`config.mk`:
```
export PLATFORM = sky130hd
export DESIGN_NAME = txq_irq_ctrl
export DESIGN_NICKNAME = d
export VERILOG_FILES = /design/src/rtl/txq_pkg.sv /design/src/rtl/txq_fifo.sv /design/src/rtl/txq_regs.sv /design/src/rtl/txq_thr_flag.sv /design/src/rtl/txq_irq_ctrl.sv
export SDC_FILE = /design/constraint.sdc
export NUM_CORES = 1
export LEC_CHECK = 0
export ABC_AREA = 1
export BUFFER_PORTS_ARGS = -buffer_cell sky130_fd_sc_hd__clkbuf_2
export CORE_AREA = 2 2 124 126
export CTS_CLUSTER_SIZE = 40
export DETAILED_ROUTE_END_ITERATION = 10
export DIE_AREA = 0 0 126 128
export GPL_TIMING_DRIVEN = 0
export MAX_ROUTING_LAYER = met4
export PLACE_DENSITY = 0.69
export SLEW_MARGIN = 25
export SYNTH_ARGS = -nofsm -noshare
export SYNTH_HDL_FRONTEND = slang
export SYNTH_SLANG_ARGS = --single-unit
```
`constraint.sdc`:
```
create_clock -name clk -period 6.5 [get_ports clk]
set_input_delay 0.325 -clock clk [delete_from_list [all_inputs] [get_ports clk]]
set_output_delay 0.325 -clock clk [all_outputs]
set_load 0.05 [all_outputs]
```
`src/rtl/txq_pkg.sv`:
```
package txq_pkg;

  localparam logic [1:0] ADDR_CTRL = 2'd0;
  localparam logic [1:0] ADDR_STAT = 2'd1;
  localparam logic [1:0] ADDR_TRIG = 2'd2;
  localparam logic [1:0] ADDR_DATA = 2'd3;

  // writable bits of the control word
  localparam logic [15:0] CTRL_WMASK = 16'h00FB;

  localparam int CTL_TIE  = 7;
  localparam int CTL_RIE  = 6;
  localparam int CTL_TE   = 5;
  localparam int CTL_RE   = 4;
  localparam int CTL_REIE = 3;

  localparam int STAT_FLAG = 0;
  localparam int STAT_OVF  = 1;
  localparam int STAT_CNT  = 8;

  typedef struct packed {
    logic       tie;
    logic       rie;
    logic       te;
    logic       re;
    logic       reie;
    logic [1:0] cks;
  } ctl_t;

endpackage

```
`src/rtl/txq_fifo.sv`:
```
module txq_fifo #(
  parameter int DEPTH = 16,
  parameter int WIDTH = 8
) (
  input  logic                         clk,
  input  logic                         rst_n,
  input  logic                         push,
  input  logic [WIDTH-1:0]             push_data,
  input  logic                         pop,
  output logic [WIDTH-1:0]             head,
  output logic [$clog2(DEPTH+1)-1:0]   count,
  output logic [$clog2(DEPTH+1)-1:0]   count_next,
  output logic                         full,
  output logic                         empty,
  output logic                         push_drop
);
  localparam int AW = (DEPTH > 1) ? $clog2(DEPTH) : 1;
  localparam int CW = $clog2(DEPTH+1);
  localparam logic [AW-1:0] LAST = AW'(DEPTH - 1);

  logic [WIDTH-1:0] mem [DEPTH];
  logic [AW-1:0]    wr_ptr, rd_ptr;
  logic [CW-1:0]    cnt_q;
  logic             do_push, do_pop;

  assign full      = (cnt_q == CW'(DEPTH));
  assign empty     = (cnt_q == '0);
  assign do_push   = push && !full;
  assign do_pop    = pop && !empty;
  assign push_drop = push && full;
  assign head      = mem[rd_ptr];
  assign count     = cnt_q;

  always_comb begin
    count_next = cnt_q;
    if (do_push && !do_pop) count_next = cnt_q + 1'b1;
    else if (!do_push && do_pop) count_next = cnt_q - 1'b1;
  end

  always_ff @(posedge clk) begin
    if (do_push) mem[wr_ptr] <= push_data;
  end

  always_ff @(posedge clk) begin
    if (!rst_n) begin
      wr_ptr <= '0;
      rd_ptr <= '0;
      cnt_q  <= '0;
    end else begin
      if (do_push) wr_ptr <= (wr_ptr == LAST) ? '0 : wr_ptr + 1'b1;
      if (do_pop)  rd_ptr <= (rd_ptr == LAST) ? '0 : rd_ptr + 1'b1;
      cnt_q <= count_next;
    end
  end


  full_drop_chk: assert property (@(posedge clk) disable iff (!rst_n)
    (full && push && !pop) |=> (cnt_q == CW'(DEPTH)));


  cnt_range_chk: assert property (@(posedge clk) disable iff (!rst_n)
    cnt_q <= CW'(DEPTH));

endmodule

```
`src/rtl/txq_regs.sv`:
```
module txq_regs
  import txq_pkg::*;
#(
  parameter int CW = 5
) (
  input  logic           clk,
  input  logic           rst_n,
  input  logic           bus_sel,
  input  logic           bus_wr,
  input  logic [1:0]     bus_addr,
  input  logic [15:0]    bus_wdata,
  output logic [15:0]    bus_rdata,
  input  logic           flag,
  input  logic [CW-1:0]  count,
  input  logic           ovf_evt,
  output ctl_t           ctl,
  output logic [1:0]     trig_sel,
  output logic           push,
  output logic [7:0]     push_data,
  output logic           stat_rd,
  output logic           flag_clr_wr
);
  logic [15:0] ctrl_q;
  logic [1:0]  trig_q;
  logic        ovf_q;
  logic        wr_ctrl, wr_stat, wr_trig;

  assign wr_ctrl     = bus_sel && bus_wr && (bus_addr == ADDR_CTRL);
  assign wr_stat     = bus_sel && bus_wr && (bus_addr == ADDR_STAT);
  assign wr_trig     = bus_sel && bus_wr && (bus_addr == ADDR_TRIG);
  assign push        = bus_sel && bus_wr && (bus_addr == ADDR_DATA);
  assign push_data   = bus_wdata[7:0];
  assign stat_rd     = bus_sel && !bus_wr && (bus_addr == ADDR_STAT);
  assign flag_clr_wr = wr_stat && !bus_wdata[STAT_FLAG];

  always_ff @(posedge clk) begin
    if (!rst_n) begin
      ctrl_q <= '0;
      trig_q <= '0;
      ovf_q  <= 1'b0;
    end else begin
      if (wr_ctrl) ctrl_q <= bus_wdata & CTRL_WMASK;
      if (wr_trig) trig_q <= bus_wdata[1:0];
      if (ovf_evt) ovf_q <= 1'b1;
      else if (wr_stat && !bus_wdata[STAT_OVF]) ovf_q <= 1'b0;
    end
  end

  assign ctl.tie  = ctrl_q[CTL_TIE];
  assign ctl.rie  = ctrl_q[CTL_RIE];
  assign ctl.te   = ctrl_q[CTL_TE];
  assign ctl.re   = ctrl_q[CTL_RE];
  assign ctl.reie = ctrl_q[CTL_REIE];
  assign ctl.cks  = ctrl_q[1:0];
  assign trig_sel = trig_q;

  always_comb begin
    bus_rdata = '0;
    unique case (bus_addr)
      ADDR_CTRL: bus_rdata = ctrl_q;
      ADDR_STAT: begin
        bus_rdata[STAT_FLAG] = flag;
        bus_rdata[STAT_OVF]  = ovf_q;
        bus_rdata[STAT_CNT +: CW] = count;
      end
      ADDR_TRIG: bus_rdata[1:0] = trig_q;
      default:   bus_rdata = '0;
    endcase
  end


  ctrl_reserved_chk: assert property (@(posedge clk) disable iff (!rst_n)
    (ctrl_q[15:8] == 8'h00) && !ctrl_q[2]);


  ovf_sticky_chk: assert property (@(posedge clk) disable iff (!rst_n)
    (ovf_q && !wr_stat) |=> ovf_q);

endmodule

```
`src/rtl/txq_thr_flag.sv`:
```
module txq_thr_flag #(
  parameter int CW = 5
) (
  input  logic          clk,
  input  logic          rst_n,
  input  logic          tx_en,
  input  logic          xfer,
  input  logic [CW-1:0] count_now,
  input  logic [CW-1:0] count_next,
  input  logic [CW-1:0] trig,
  input  logic          stat_rd,
  input  logic          clr_wr,
  output logic          flag
);
  logic flag_q, armed_q;
  logic set_evt, clr_ok;

  assign set_evt = xfer && (count_next <= trig);
  assign clr_ok  = clr_wr && armed_q && (count_now > trig);
  assign flag    = flag_q;

  always_ff @(posedge clk) begin
    if (!rst_n) begin
      flag_q  <= 1'b1;
      armed_q <= 1'b0;
    end else if (!tx_en || set_evt) begin
      flag_q  <= 1'b1;
      armed_q <= 1'b0;
    end else if (clr_ok) begin
      flag_q  <= 1'b0;
      armed_q <= 1'b0;
    end else if (stat_rd && flag_q) begin
      armed_q <= 1'b1;
    end
  end


  set_wins_chk: assert property (@(posedge clk) disable iff (!rst_n)
    set_evt |=> flag_q);


  te_off_flag_chk: assert property (@(posedge clk) disable iff (!rst_n)
    !tx_en |=> flag_q);


  unarmed_clr_chk: assert property (@(posedge clk) disable iff (!rst_n)
    (flag_q && clr_wr && !armed_q) |=> flag_q);


  low_cnt_clr_chk: assert property (@(posedge clk) disable iff (!rst_n)
    (flag_q && clr_wr && (count_now <= trig)) |=> flag_q);

endmodule

```
`src/rtl/txq_irq_ctrl.sv`:
```
module txq_irq_ctrl
  import txq_pkg::*;
#(
  parameter int DEPTH = 16,
  parameter int WIDTH = 8
) (
  input  logic             clk,
  input  logic             rst_n,
  input  logic             bus_sel,
  input  logic             bus_wr,
  input  logic [1:0]       bus_addr,
  input  logic [15:0]      bus_wdata,
  output logic [15:0]      bus_rdata,
  output logic             ser_valid,
  input  logic             ser_ready,
  output logic [WIDTH-1:0] ser_data,
  output logic             tx_irq,
  output logic             ctl_rx_en,
  output logic             ctl_rx_irq_en,
  output logic             ctl_rxerr_irq_en,
  output logic [1:0]       ctl_clk_sel
);
  localparam int CW = $clog2(DEPTH+1);

  ctl_t          ctl;
  logic [1:0]    trig_sel;
  logic [CW-1:0] trig;
  logic [CW-1:0] count, count_next;
  logic          full, empty, push_drop;
  logic          push, stat_rd, clr_wr, flag, xfer;
  logic [7:0]    push_byte;
  logic [WIDTH-1:0] push_word;

  generate
    if (WIDTH > 8) begin : g_wide
      assign push_word = {{(WIDTH-8){1'b0}}, push_byte};
    end else begin : g_narrow
      assign push_word = push_byte[WIDTH-1:0];
    end
  endgenerate

  always_comb begin
    unique case (trig_sel)
      2'b00:   trig = CW'(DEPTH / 2);
      2'b01:   trig = CW'(DEPTH / 4);
      2'b10:   trig = CW'(DEPTH / 8);
      default: trig = '0;
    endcase
  end

  txq_regs #(.CW(CW)) u_regs (
    .clk(clk), .rst_n(rst_n),
    .bus_sel(bus_sel), .bus_wr(bus_wr), .bus_addr(bus_addr),
    .bus_wdata(bus_wdata), .bus_rdata(bus_rdata),
    .flag(flag), .count(count), .ovf_evt(push_drop),
    .ctl(ctl), .trig_sel(trig_sel),
    .push(push), .push_data(push_byte),
    .stat_rd(stat_rd), .flag_clr_wr(clr_wr)
  );

  txq_fifo #(.DEPTH(DEPTH), .WIDTH(WIDTH)) u_fifo (
    .clk(clk), .rst_n(rst_n),
    .push(push), .push_data(push_word),
    .pop(xfer), .head(ser_data),
    .count(count), .count_next(count_next),
    .full(full), .empty(empty), .push_drop(push_drop)
  );

  txq_thr_flag #(.CW(CW)) u_flag (
    .clk(clk), .rst_n(rst_n),
    .tx_en(ctl.te), .xfer(xfer),
    .count_now(count), .count_next(count_next), .trig(trig),
    .stat_rd(stat_rd), .clr_wr(clr_wr),
    .flag(flag)
  );

  assign ser_valid        = ctl.te && !empty;
  assign xfer             = ser_valid && ser_ready;
  assign tx_irq           = flag && ctl.tie;
  assign ctl_rx_en        = ctl.re;
  assign ctl_rx_irq_en    = ctl.rie;
  assign ctl_rxerr_irq_en = ctl.reie;
  assign ctl_clk_sel      = ctl.cks;


  hold_data_chk: assert property (@(posedge clk) disable iff (!rst_n)
    (ser_valid && !ser_ready) |=> $stable(ser_data));


  no_empty_offer_chk: assert property (@(posedge clk) disable iff (!rst_n)
    ser_valid |-> !empty && ctl.te && !full || ser_valid && full);


  te_off_idle_chk: assert property (@(posedge clk) disable iff (!rst_n)
    !ctl.te |=> $stable(count) || $past(push));

endmodule

```
[Word-level counts from Yosys, hierarchy flattened]
Memories as Yosys holds them, arrays and structs flattened. A register that Yosys moved wholly into a read port is not among the register bits.
Index checks and enable logic that the tools add are counted.
Operators by class
  $add $sub $neg: 4
  magnitude comparators: 2
  eq/ne operators: 8
  mux-type cells: 14
  bitwise gates (word level): 1
  reductions and logical operators: 36
Operators by type and width (number)
  $logic_and 1x1->1: 21
  $mux 4: 4
  $mux 5: 3
  $pmux 4 s3: 1
  $add 4x1->4 const B: 2
  $eq 4x4->1 const B: 2
  $logic_not 1->1: 8
  $eq 2x2->1 const B: 3
  $mux 6: 1
  $pmux 2 s3: 1
  $add 5x1->5 const B: 1
  $eq 5x5->1 const B: 1
  $gt 5x4->1: 1
  $le 5x4->1: 1
  $logic_not 5->1: 1
  $sub 5x1->5 const B: 1
  $eq 2x1->1 const B: 2
  $logic_not 2->1: 2
  $mux 1: 4
  $reduce_or 3->1: 1
  $reduce_bool 2->1: 1
  $reduce_or 2->1: 1
  $logic_or 1x1->1: 1
  $not 1->1: 1
Word-level totals
  bits in registers: 25
  RAM bits: 128
  output and inout bits: 31
  logic and storage cells: 74
  memories: 1
Memories
  u_fifo.mem: words 16, bits a word 8, read ports 1, clocked after memory_dff 1, wr ports 1, RTL line txq_fifo.sv:21  | logic [WIDTH-1:0] mem [DEPTH];

[Longest topological paths before layout]
  depth in word-level cells: 12
  depth in mapped cells: 19

[Cells and area by module]
From an unflattened synthesis, not the netlist that was laid out.
Unflattened totals
  cell total of the unflattened synthesis: 663
  area total of the unflattened synthesis: 6995.5 um^2
Modules (own cells, without submodules)
  txq_fifo: times used 1, cells each 493, area an instance 5965.7 um^2
  txq_regs: times used 1, cells each 100, area an instance 628.1 um^2
  txq_thr_flag: times used 1, cells each 57, area an instance 352.8 um^2
  txq_irq_ctrl: times used 1, cells each 13, area an instance 48.8 um^2

[Worst setup path before layout]
Ideal clock, no wire load.
  kind: flip-flop to output port
  start: register u_regs.trig_q[1], in the netlist u_regs.trig_sel[1]
  end: output port bus_rdata[1]
  arrival time: 2.224 ns
  data required time: 6.175 ns
  setup slack: 3.951 ns
  stages on the path, launching flop included: 3
  path buffers: 0
  cell sequence: dfxtp_1 -> inv_1 -> o311ai_0
Between the ends
  word-level cells in the longest chain between the ends: 1
RTL lines
  start, declared: RTL line txq_regs.sv:24  | logic [1:0] trig_q;
  start signal, assigned: RTL line txq_regs.sv:43  | if (wr_trig) trig_q <= bus_wdata[1:0];
  $pmux 2 s3: RTL line txq_regs.sv:59  | unique case (bus_addr)
  end, declared: RTL line txq_irq_ctrl.sv:13  | output logic [15:0] bus_rdata,
Every way passes these cells.

==> impl_metrics.toml <==
[sta]
setup_ws_ps = 3740
fin_crit_ps = 2760
hold_slack_ps = 271
fmax_mhz = 362
rsz0062_at_grt = "no"
min_period_over_period_pct = 42.4
final-setup-viol-count = 0
skew_ps = 4.78
final_hold_viol_count = 0
worstMarginPinSlew_ps = 1050
drv_slew = 0
slew_headroom_pct = 30.0
tns_ps = 0

[placed_design]
place_congestion = 0.898
place_ws_ps = 3890
hpwl_um = 11800
portBuffers = 41
placed_cells = 823

[layout]
mostFrequentLayoutCells = "edfxtp_1 (128), inv_1 (66), o21ai_0 (60)"
multi_input_area_um2 = 2010
seqCellArea_um2 = 4420
nFillCells = 1304
final_common_cell = "edfxtp_1"
diodes = 0
area_growth_pct = 15.5
nNetsFinal = 691
drive_above_1_share_pct = 15.4
fin_cells = 855

[power]
pwr-share-comb_pct = 6.2
clockPowerShare_pct = 45.2
vdd_ir_drop_max_mv = 0.181
power_uw = 2260
p_seq_share_pct = 48.6
p_leak_uw = 0.00285
swShare_pct = 22.1
internal_power_uw = 1760
p_sw_uw = 499
powerDensity_nw_per_um2 = 286

[synthesis]
synth_edf_count = 128
syn_inst = 591
async_flop_share_pct = 0
yosysUniqueCellTypes = 39
ys_seq_area_share_pct = 64.6
ys_seq_elements = 157
syn_area_um2 = 6850
synth-xor-area-share_pct = 0.384
synthAdderAreaFrac_pct = 2.56
synth.area.mux_share_pct = 4.68
synth_compound_area_share_pct = 12.5
synthSimpleGateAreaFrac_pct = 8.97
synth_top_family_by_area = "compound AO/OA/AOI/OAI gates"
synthFlopType = "edfxtp_1"
avgSynthCellArea_um2 = 11.6
ys_warn_count = 0

[status]
status = "finished clean"

[floorplan]
core_area_um2 = 14900
pin_count = 54
dieWidth_um = 126
start_util_pct = 46.1
die_h_um = 128
rows = 45
dieArea_um2 = 16100

[clock_tree]
numCtsBuffers = 17
cts_setup_buffers = 0
root_buffer = "clkbuf_16"
clkLatencyLatePin_ps = 430
cts_max_level = 4
cts_resized = 0
cts.sinks = 157
clk_pin_slew_worst_paths_ps = 60
cts_tree = "done"
cts_buffer_depth = 2
cts_hold_buf = 0

[setup_path]
rr_startpoint = "u_fifo.count[0]$_SDFF_PN0_"
critPathArrivalTime_ps = 2430
r2r_setup_slack_ps = 3900
rr_endpoint = "u_flag.armed_q$_SDFFE_PP0P_"
worst-setup-path-type = "reg -> out"
end_kind = "output port"
worstPathRequired_ps = 6170
r2r_cells = 19
start_kind = "flop"
path_max_fanout = 10

[global_routing]
grt.total_usage_pct = 22.9
grt_pass1_wl_um = 26400
antenna_found_initial = 0
grt_max_degree = 19
grt_pass1_vias = 4702
overflow = 0

[drt]
drt-pass1-iter-count = 5
vias = 4705
ant_nets = 0
routed_wl_um = 17300
drt_iter0_markers = 474
via_per_inst = 5.50
drc = 0
wl_per_cell_um = 20.3

[hold_path]
hold_end = "u_flag.flag$_SDFFE_PP1P_"
min_path_cells = 4
hold_start = "rst_n"
hold_class = "in -> reg"

[flow_run]
maxCapViolCount = 0
cells by family (layout without fill, tap and decap cells):
kind of cell	count (synthesis)	count (layout)
other	1	4
xor gates and xnor gates	3	3
muxes	32	32
AOI/OAI and AO/OA	151	151
DFF	157	157
and+or+nand+nor	132	132
adders and majority gates	14	14
buffers and inverters	101	174
power by group through the flow:
stage,clock network [uW],logic [uW],registers (uW)
after global routing,1070,153,1100
final,1020,141,1100
after global placement,0,137,1120
after detailed placement,0,140,1120
after CTS,1030,141,1100
after floorplan,0,88.7,1120
per-layer routing:
metal	GRT usage [%]	routed length (um)	vias up	part of all wire, %
li1	-	-	2214	-
met5	-	0	-	0
met2	38.1	8730	155	50
met1	27.0	7260	2303	42
met4	9.50	461	0	2.7
met3	5.34	885	33	5.1
cell type report:
cell class,count,share of cell area [%]
Multi-Input combinational cell,336,25.4
Tap cell,188,2.98
Inverter,72,3.54
Clock inverter,12,1.80
Sequential cell,157,56.0
Clock buffer,20,5.90
Timing Repair Buffer,41,2.60
Buffer,29,1.85
worst max path at each step:
stage / start / to / depth (start not counted) / slack [ps]
3_3_place_gp: u_fifo.count[0]$_SDFF_PN0_ / u_flag.armed_q$_SDFFE_PP0P_ / 19 / 3890
2_1_floorplan: u_regs.trig_sel[1]$_SDFFE_PN0P_ / bus_rdata[1] / 2 / 3950
4_1_cts: flop / ser_data[5] / 8 / 3760
3_5_place_dp: u_fifo.count[0]$_SDFF_PN0_ / u_flag.armed_q$_SDFFE_PP0P_ / 19 / 3890
6_report: flop / ser_data[5] / 8 / 3740
5_1_grt: flop / ser_data[2] / 8 / 3620
stage by stage:
stage	utilization, %	cell area (um2)
after global routing	53.2	7910
after CTS	53.2	7910
after global placement	49.1	7300
final	53.2	7910
after floorplan	-	6860
after detailed placement	49.1	7300
critical path, cell delays in order (launching register included):
cell and delay (ps):
dfxtp_1 300, clkbuf_1 270, clkbuf_1 530, a21oi_1 70
o21ai_0 170, o211ai_1 170, o211ai_1 140, nand2_1 110
clkbuf_2 250
synth_stat cells, drive strengths merged, types with 3 or more instances:
| library cell | n | share of area (%) |
|---|---|---|
| o21ai | 62 | 4.5 |
| o211ai | 32 | 3.5 |
| clkinv | 3 | 0.24 |
| nand2 | 55 | 3.3 |
| edfxtp | 128 | 56 |
| a21oi | 52 | 3.9 |
| nor2 | 42 | 2.7 |
| ha | 14 | 2.6 |
| clkbuf | 14 | 0.77 |
| nand4 | 3 | 0.27 |
| xor2 | 3 | 0.38 |
| or2 | 3 | 0.27 |
| nor3 | 3 | 0.22 |
| inv | 69 | 3.9 |
| buf | 15 | 1.4 |
| mux2i | 32 | 4.7 |
| nand3 | 25 | 2.1 |
| dfxtp | 29 | 8.5 |
sequential cells by signal (all words and copies together) (netlist names), 2 cells and up, named ones only:
register,count
u_regs.ctrl_q,7
u_fifo.mem,128
u_fifo.wr_ptr,4
u_fifo.rd_ptr,4
u_regs.trig_sel,2
u_fifo.count,5
No activity file was read; power rests on OpenSTA's default activity.
